===== config.mk =====
export PLATFORM = sky130hd
export DESIGN_NAME = sio_report_gen
export DESIGN_NICKNAME = d
export VERILOG_FILES = /design/src/rtl/sio_rg_pkg.sv /design/src/rtl/sio_rg_fifo.sv /design/src/rtl/sio_rg_mouse.sv /design/src/rtl/sio_rg_kbd_cmd.sv /design/src/rtl/sio_rg_keys.sv /design/src/rtl/sio_report_gen.sv
export SDC_FILE = /design/constraint.sdc
export NUM_CORES = 2
export LEC_CHECK = 0
export ABC_AREA = 1
export CORE_ASPECT_RATIO = 1.4
export CORE_MARGIN = 2
export CORE_UTILIZATION = 35
export CTS_BUF_LIST = sky130_fd_sc_hd__clkbuf_16
export CTS_CLUSTER_SIZE = 24
export DETAILED_ROUTE_END_ITERATION = 10
export DONT_BUFFER_PORTS = 1
export REMOVE_ABC_BUFFERS = 1
export SYNTH_ARGS = -nofsm -noshare
export SYNTH_HDL_FRONTEND = slang
export SYNTH_HIERARCHICAL = 1
export SYNTH_SLANG_ARGS = --single-unit

===== constraint.sdc =====
create_clock -name clk_i -period 26 [get_ports clk_i]
set_input_delay 2.6 -clock clk_i [delete_from_list [all_inputs] [get_ports clk_i]]
set_output_delay 2.6 -clock clk_i [all_outputs]
set_load 0.1 [all_outputs]

===== src/rtl/sio_rg_pkg.sv =====
package sio_rg_pkg;
  localparam int PKT_MAX = 5;
  localparam int LEN_W   = 3;

  typedef struct packed {
    logic                          flush;
    logic [LEN_W-1:0]              len;
    logic [PKT_MAX-1:0][7:0]       bytes;
  } pkt_t;

  localparam logic [7:0] MS_HDR_BASE = 8'h87;
  localparam logic [7:0] CMD_RESET   = 8'h01;
  localparam logic [7:0] CMD_LAYOUT0 = 8'h07;
  localparam logic [7:0] CMD_LED     = 8'h0E;
  localparam logic [7:0] CMD_LAYOUT1 = 8'h0F;
endpackage


===== src/rtl/sio_rg_fifo.sv =====
module sio_rg_fifo #(
  parameter int DEPTH = 256,
  parameter int DW    = 8,
  localparam int AW   = $clog2(DEPTH)
) (
  input  logic          clk_i,
  input  logic          rst_ni,
  input  logic          flush_i,
  input  logic          push_i,
  input  logic [DW-1:0] push_data_i,
  input  logic          pop_i,
  output logic [DW-1:0] head_o,
  output logic [AW:0]   cnt_o
);
  localparam logic [AW:0]   FULL_CNT = (AW+1)'(DEPTH);
  localparam logic [AW-1:0] LAST_IDX = AW'(DEPTH - 1);

  logic [DW-1:0] mem_q [DEPTH];
  logic [AW-1:0] wr_q, rd_q;
  logic [AW:0]   cnt_q;
  logic          do_push, do_pop;

  assign do_push = push_i && (cnt_q < FULL_CNT);
  assign do_pop  = pop_i && (cnt_q != '0);

  always_ff @(posedge clk_i or negedge rst_ni) begin
    if (!rst_ni) begin
      wr_q  <= '0;
      rd_q  <= '0;
      cnt_q <= '0;
    end else if (flush_i) begin
      wr_q  <= '0;
      rd_q  <= '0;
      cnt_q <= '0;
    end else begin
      if (do_push) wr_q <= (wr_q == LAST_IDX) ? '0 : wr_q + 1'b1;
      if (do_pop)  rd_q <= (rd_q == LAST_IDX) ? '0 : rd_q + 1'b1;
      case ({do_push, do_pop})
        2'b10:   cnt_q <= cnt_q + 1'b1;
        2'b01:   cnt_q <= cnt_q - 1'b1;
        default: cnt_q <= cnt_q;
      endcase
    end
  end

  always_ff @(posedge clk_i) begin
    if (do_push && !flush_i) mem_q[wr_q] <= push_data_i;
  end

  assign head_o = (cnt_q != '0) ? mem_q[rd_q] : '0;
  assign cnt_o  = cnt_q;
endmodule


===== src/rtl/sio_rg_mouse.sv =====
module sio_rg_mouse
  import sio_rg_pkg::*;
#(
  parameter int DELTA_W = 10
) (
  input  logic [2:0]         btn_i,
  input  logic [DELTA_W-1:0] dx_i,
  input  logic [DELTA_W-1:0] dy_i,
  output pkt_t               pkt_o
);
  localparam int EW = DELTA_W + 1;
  localparam logic signed [EW-1:0] POS_LIM = EW'(127);
  localparam logic signed [EW-1:0] NEG_LIM = -EW'(127);

  function automatic logic [7:0] sat8(input logic signed [EW-1:0] v);
    if (v > POS_LIM)      return 8'h7F;
    else if (v < NEG_LIM) return 8'h81;
    else                  return v[7:0];
  endfunction

  logic signed [EW-1:0] dx_ext, dy_neg;

  assign dx_ext = $signed({dx_i[DELTA_W-1], dx_i});
  assign dy_neg = -$signed({dy_i[DELTA_W-1], dy_i});

  always_comb begin
    pkt_o          = '0;
    pkt_o.flush    = 1'b0;
    pkt_o.len      = LEN_W'(PKT_MAX);
    pkt_o.bytes[0] = MS_HDR_BASE & ~{5'b0, btn_i};
    pkt_o.bytes[1] = sat8(dx_ext);
    pkt_o.bytes[2] = sat8(dy_neg);
    pkt_o.bytes[3] = 8'h00;
    pkt_o.bytes[4] = 8'h00;
  end
endmodule


===== src/rtl/sio_rg_kbd_cmd.sv =====
module sio_rg_kbd_cmd
  import sio_rg_pkg::*;
(
  input  logic       clk_i,
  input  logic       rst_ni,
  input  logic       take_i,
  input  logic [7:0] cmd_i,
  output pkt_t       pkt_o
);
  logic led_q, led_d;

  always_comb begin
    pkt_o = '0;
    led_d = led_q;
    if (led_q) begin
      led_d = 1'b0;
    end else begin
      unique case (cmd_i)
        CMD_RESET: begin
          pkt_o.flush    = 1'b1;
          pkt_o.len      = LEN_W'(3);
          pkt_o.bytes[0] = 8'hFF;
          pkt_o.bytes[1] = 8'h04;
          pkt_o.bytes[2] = 8'h7F;
        end
        CMD_LAYOUT0, CMD_LAYOUT1: begin
          pkt_o.flush    = 1'b1;
          pkt_o.len      = LEN_W'(2);
          pkt_o.bytes[0] = 8'hFE;
          pkt_o.bytes[1] = 8'h21;
        end
        CMD_LED: led_d = 1'b1;
        default: ;
      endcase
    end
  end

  always_ff @(posedge clk_i or negedge rst_ni) begin
    if (!rst_ni)     led_q <= 1'b0;
    else if (take_i) led_q <= led_d;
  end
endmodule


===== src/rtl/sio_rg_keys.sv =====
module sio_rg_keys
  import sio_rg_pkg::*;
#(
  parameter logic [6:0] CAPS_CODE = 7'd119,
  parameter logic [6:0] NUM_CODE  = 7'd98
) (
  input  logic       clk_i,
  input  logic       rst_ni,
  input  logic       take_i,
  input  logic [6:0] code_i,
  input  logic       release_i,
  output pkt_t       pkt_o
);
  localparam int NLOCK = 2;
  localparam logic [NLOCK-1:0][6:0] LOCK_CODES = {NUM_CODE, CAPS_CODE};

  logic [NLOCK-1:0] drop;

  for (genvar i = 0; i < NLOCK; i++) begin : g_lock
    logic [1:0] st_q, st_d;
    logic       hit;
    assign hit  = (code_i == LOCK_CODES[i]);
    assign st_d = release_i ? (st_q ^ 2'b10) : (st_q ^ 2'b01);
    assign drop[i] = hit && (release_i ? (st_d == 2'd3) : (st_d == 2'd2));
    always_ff @(posedge clk_i or negedge rst_ni) begin
      if (!rst_ni)             st_q <= '0;
      else if (take_i && hit)  st_q <= st_d;
    end
  end

  always_comb begin
    pkt_o          = '0;
    pkt_o.len      = (drop != '0) ? '0 : LEN_W'(1);
    pkt_o.bytes[0] = {release_i, code_i};
  end
endmodule


===== src/rtl/sio_report_gen.sv =====
module sio_report_gen
  import sio_rg_pkg::*;
#(
  parameter int         DEPTH     = 256,
  parameter int         DELTA_W   = 10,
  parameter logic [6:0] CAPS_CODE = 7'd119,
  parameter logic [6:0] NUM_CODE  = 7'd98
) (
  input  logic               clk_i,
  input  logic               rst_ni,
  input  logic               mouse_valid_i,
  input  logic [2:0]         mouse_btn_i,
  input  logic [DELTA_W-1:0] mouse_dx_i,
  input  logic [DELTA_W-1:0] mouse_dy_i,
  output logic               mouse_rdy_o,
  input  logic               key_valid_i,
  input  logic [6:0]         key_code_i,
  input  logic               key_release_i,
  output logic               key_rdy_o,
  input  logic               cmd_valid_i,
  input  logic [7:0]         cmd_data_i,
  output logic               cmd_rdy_o,
  input  logic               pop_i,
  output logic [7:0]         data_o,
  output logic               avail_o
);
  localparam int AW = $clog2(DEPTH);

  // holding slots
  logic               ms_full_q, key_full_q, cmd_full_q;
  logic [2:0]         ms_btn_q;
  logic [DELTA_W-1:0] ms_dx_q, ms_dy_q;
  logic [6:0]         key_code_q;
  logic               key_rel_q;
  logic [7:0]         cmd_q;

  // arbitration and sequencing
  logic [2:0]              grant;   // [2] cmd, [1] mouse, [0] key
  logic                    seq_busy;
  pkt_t                    ms_pkt, key_pkt, cmd_pkt, pkt_sel;
  logic [PKT_MAX-1:0][7:0] seq_bytes_q;
  logic [LEN_W-1:0]        seq_len_q, seq_idx_q;

  logic        q_push, q_flush;
  logic [7:0]  q_wdata;
  logic [AW:0] q_cnt;

  always_ff @(posedge clk_i or negedge rst_ni) begin
    if (!rst_ni) begin
      ms_full_q  <= 1'b0;
      key_full_q <= 1'b0;
      cmd_full_q <= 1'b0;
      ms_btn_q   <= '0;
      ms_dx_q    <= '0;
      ms_dy_q    <= '0;
      key_code_q <= '0;
      key_rel_q  <= 1'b0;
      cmd_q      <= '0;
    end else begin
      if (mouse_valid_i && mouse_rdy_o) begin
        ms_full_q <= 1'b1;
        ms_btn_q  <= mouse_btn_i;
        ms_dx_q   <= mouse_dx_i;
        ms_dy_q   <= mouse_dy_i;
      end else if (grant[1]) begin
        ms_full_q <= 1'b0;
      end
      if (key_valid_i && key_rdy_o) begin
        key_full_q <= 1'b1;
        key_code_q <= key_code_i;
        key_rel_q  <= key_release_i;
      end else if (grant[0]) begin
        key_full_q <= 1'b0;
      end
      if (cmd_valid_i && cmd_rdy_o) begin
        cmd_full_q <= 1'b1;
        cmd_q      <= cmd_data_i;
      end else if (grant[2]) begin
        cmd_full_q <= 1'b0;
      end
    end
  end

  assign mouse_rdy_o = !ms_full_q;
  assign key_rdy_o   = !key_full_q;
  assign cmd_rdy_o   = !cmd_full_q;

  assign seq_busy = (seq_idx_q != seq_len_q);

  always_comb begin
    grant = '0;
    if (!seq_busy) begin
      if (cmd_full_q)      grant[2] = 1'b1;
      else if (ms_full_q)  grant[1] = 1'b1;
      else if (key_full_q) grant[0] = 1'b1;
    end
  end

  sio_rg_mouse #(.DELTA_W(DELTA_W)) u_mouse (
    .btn_i (ms_btn_q),
    .dx_i  (ms_dx_q),
    .dy_i  (ms_dy_q),
    .pkt_o (ms_pkt)
  );

  sio_rg_kbd_cmd u_kbd (
    .clk_i  (clk_i),
    .rst_ni (rst_ni),
    .take_i (grant[2]),
    .cmd_i  (cmd_q),
    .pkt_o  (cmd_pkt)
  );

  sio_rg_keys #(.CAPS_CODE(CAPS_CODE), .NUM_CODE(NUM_CODE)) u_keys (
    .clk_i     (clk_i),
    .rst_ni    (rst_ni),
    .take_i    (grant[0]),
    .code_i    (key_code_q),
    .release_i (key_rel_q),
    .pkt_o     (key_pkt)
  );

  always_comb begin
    pkt_sel = '0;
    if (grant[2])      pkt_sel = cmd_pkt;
    else if (grant[1]) pkt_sel = ms_pkt;
    else if (grant[0]) pkt_sel = key_pkt;
  end

  always_ff @(posedge clk_i or negedge rst_ni) begin
    if (!rst_ni) begin
      seq_bytes_q <= '0;
      seq_len_q   <= '0;
      seq_idx_q   <= '0;
    end else if (grant != '0) begin
      seq_bytes_q <= pkt_sel.bytes;
      seq_len_q   <= pkt_sel.len;
      seq_idx_q   <= '0;
    end else if (seq_busy) begin
      seq_idx_q   <= seq_idx_q + 1'b1;
    end
  end

  assign q_flush = (grant != '0) && pkt_sel.flush;
  assign q_push  = seq_busy;
  assign q_wdata = seq_bytes_q[seq_idx_q];

  sio_rg_fifo #(.DEPTH(DEPTH), .DW(8)) u_fifo (
    .clk_i       (clk_i),
    .rst_ni      (rst_ni),
    .flush_i     (q_flush),
    .push_i      (q_push),
    .push_data_i (q_wdata),
    .pop_i       (pop_i),
    .head_o      (data_o),
    .cnt_o       (q_cnt)
  );

  assign avail_o = (q_cnt != '0);
endmodule


==> impl_metrics.py <==
metrics = {
    "clocking": {
        "root_buffer": "clkbuf_16",
        "cts_repair_resize_count": 0,
        "cts_setup_buffers": 0,
        "clk_pin_slew_ns": 0.06,
        "clock-sinks": 2166,
        "cts_hold_buffers": 0,
        "cts_made_buffers": 213,
        "clock_path_buffers": 4,
        "ctsHtreeMaxLevel": 4,
        "clk_latency_ns": 0.90,
        "cts_tree": "built",
    },
    "global_route": {
        "grt_pass1_vias": 63700,
        "grt_usage_pct": 18.6,
        "grt-busiest-layer": "met2",
        "overflow": 0,
        "antenna_found_initial": 6,
        "met3_usage_pct": 2.45,
        "grt_util_met1_pct": 23.2,
        "grt_max_degree": 189,
        "grtUsageMet2_pct": 31.3,
        "grt_pass1_wl_microns": 395000,
    },
    "synthesis": {
        "synth_ff_type": "edfxtp_1",
        "netlist_area_sq_um": 95300,
        "yosys-top-cells-count": "2734 x nand2_1, 2048 x edfxtp_1, 1225 x nor2_1, 865 x inv_1, 825 x nand3_1",
        "synth_most_common_cell": "nand2_1",
        "synth_area_leader_cell": "edfxtp_1",
        "ys_seq_elements": 2166,
        "ys_seq_area_share_pct": 67.6,
        "avgSynthCellArea_sq_um": 10.2,
        "synth_cell_types": 45,
        "synth_top_area_share_pct": 64.5,
        "synthTopCellsByArea": "edfxtp_1 65%, nand2_1 11%, nor2_1 4.8%, nand3_1 4.3%, inv_1 3.4%",
        "postSynthCellCount": 9305,
        "synth_warnings": 6,
        "async_flop_share_pct": 5.45,
        "synth-edff-count": 2048,
    },
    "pwr": {
        "vdd_drop_max_mv": 0.190,
        "combinationalPowerShare_pct": 39.4,
        "p_int_mw": 7.63,
        "clock_power_share_pct": 23.6,
        "p_switching_mw": 5.57,
        "power_density_nw_per_um2": 126,
        "seq_power_share_pct": 37.1,
        "swShare_pct": 42.2,
        "finalPower_mw": 13.2,
        "p_leak_nw": 40.9,
    },
    "final_layout": {
        "fin_area_sq_um": 105000,
        "finalNetCount": 9146,
        "finalNonFillerCells": 12800,
        "synthToLayoutAreaGrowth_pct": 9.81,
        "drive_gt1_share_pct": 5.94,
        "fin_util_pct": 38.6,
    },
    "timing": {
        "setup_violations": 0,
        "slew_headroom_pct": 15.4,
        "final.min_clock_period_ns": 11.06,
        "fin_setup_tns_ns": 0,
        "slew_violations": 0,
        "hold_slack_ns": 0.479,
        "fin_ws_ns": 14.94,
        "worstMarginPinSlew_ns": 1.27,
        "hold_viol_final": 0,
        "fmax_ghz": 0.0904,
        "fin_crit_sh_pct": 42.5,
        "skew_ns": 0.111,
        "rsz0062_at_grt": "false",
    },
    "die": {
        "die_w_microns": 445,
        "rows": 226,
        "initial_core_util_pct": 35.2,
        "ios": 57,
        "core_sq_um": 271000,
        "die-area_sq_um": 277000,
        "fp.dieH_microns": 621,
    },
    "critical_path": {
        "start_kind": "flip-flop",
        "r2r_end": "u_fifo/mem_q[5][3]",
        "endpoint": "data_o[7]",
        "rr_startpoint": "seq_idx_q[0]",
        "r2r_slack_ns": 19.55,
        "critPathArrivalTime_ns": 8.46,
        "cp-end-kind": "output port",
        "crit_fanout": 138,
        "startpoint": "u_fifo/rd_q[0]",
        "required_ns": 23.40,
        "crit_type": "reg2out",
        "r2r_cells": 14,
    },
    "min_path": {
        "worstHoldPathType": "reg2reg",
    },
    "place": {
        "dp_hpwl_microns": 153000,
        "dp.cells": 12400,
        "post_dp_cell_area_sq_um": 97700,
        "place_congestion": 0.869,
        "pre_cts_ws_ns": 16.05,
        "port-buffer-count": 0,
    },
    "route": {
        "drcViolationCount": 0,
        "drt_iter0_drc": 6427,
        "dr.pass1.iters": 6,
        "vias_per_cell": 5.06,
        "post_drt_wl_per_cell_microns": 20.6,
        "vias": 64700,
        "totalWireLength_microns": 264000,
        "ant_nets": 0,
    },
    "run_status": {
        "status": "completed",
    },
    "job": {
        "drv_cap": 0,
    },
}
[kinds of logic after synthesis]
logic type / count (synthesis) / synth area share, %
AND/OR/NAND/NOR: 4951 / 21.1
flip-flops: 2166 / 67.6
buffers and inverters: 1491 / 7.07
AO/OA/AOI/OAI: 638 / 3.54
multiplexers: 39 / 0.461
adder cells (fa/ha/maj): 11 / 0.144
XOR/XNOR: 5 / 0.0656
other: 4 / 0.0157
[worst min path at each step]
stage,cells after the start,startpoint,endpoint
finish,2,seq_bytes_q[27],seq_bytes_q[27]
global route,2,seq_bytes_q[6],seq_bytes_q[6]
CTS,2,seq_bytes_q[27],seq_bytes_q[27]
detailed placement,2,seq_bytes_q[28],seq_bytes_q[28]
global placement,2,seq_bytes_q[35],seq_bytes_q[35]
floorplan,2,seq_bytes_q[0],seq_bytes_q[0]
[power groups by stage]
stage               Combinational, mW  Sequential, mW  Clock, mW
floorplan                        3.42            5.76          0
global placement                 5.11            4.96          0
detailed placement               5.16            4.96          0
CTS                              5.17            4.89       3.16
global route                     5.61            4.91       3.29
finish                           5.19            4.89       3.11
[final cells by class]
type                       count  area [sq um]
clock inverter               172          1560
fill                       26200        166000
timing repair buffer         102           878
sequential                  2166         64500
tap                         3534          4420
clock buffer                 215          5380
multi-input combinational   5727         24600
inverter                     880          3330
antenna                        7          17.5
[state kept, by name, summed over array words and instances (netlist names), 3 cells and up]
| register | flops |
|---|---|
| u_fifo/wr_q | 8 |
| u_fifo/mem_q | 2048 |
| u_fifo/rd_q | 8 |
| key_code_q | 7 |
| seq_bytes_q | 40 |
| cmd_q | 8 |
| ms_btn_q | 3 |
| ms_dy_q | 10 |
| seq_idx_q | 3 |
| seq_len_q | 3 |
| ms_dx_q | 10 |
| u_keys/g_lock.st_q | 4 |
| u_fifo/cnt_o | 9 |
[cell usage in the layout (no fill, tap or decap), drive strengths merged, types with 4 or more instances in the layout]
cell,netlist,layout
dfrtp,118,118
o22ai,4,4
xnor2,4,4
nand3b,5,5
clkinv,6,82
a21oi,108,108
nor3,8,8
nand4,99,99
nand2,2742,2742
clkbuf,164,215
conb,4,83
buf,447,102
clkinvlp,0,15
inv,874,928
mux2,39,39
nand3,831,831
edfxtp,2048,2048
ha,11,11
a31oi,4,4
or2,23,23
o21ai,462,462
nor2,1238,1238
o211ai,57,57
bufinv,0,27
diode,0,7
[critical path: stages (launching register included)]
cell     delay [ns]
dfrtp_4        0.71
inv_8          0.60
buf_4          0.91
buf_4          0.72
buf_4          0.75
buf_4          0.82
buf_4          0.73
nand2_1        0.10
nand2_1        0.10
nand2_1        0.06
nand3_1        0.10
nand3_1        0.10
nand2_1        0.12
nand2_1        0.08
nand2_1        0.10
inv_1          0.06
nand2_1        0.07
nand2_1        0.11
nand2_1        0.13
inv_1          0.09
a21oi_2        0.37
buf_4          0.37
[metal layers]
layer  up-vias  part of all wire (%)  wire [microns]
li1      30100                     -               -
met1     31600                    39          104000
met2      2403                    49          128000
met3       577                   6.6           17300
met4         4                   5.5           14400
met5         -                0.0083              22
Note: power is estimated with default switching activity, not from simulation.
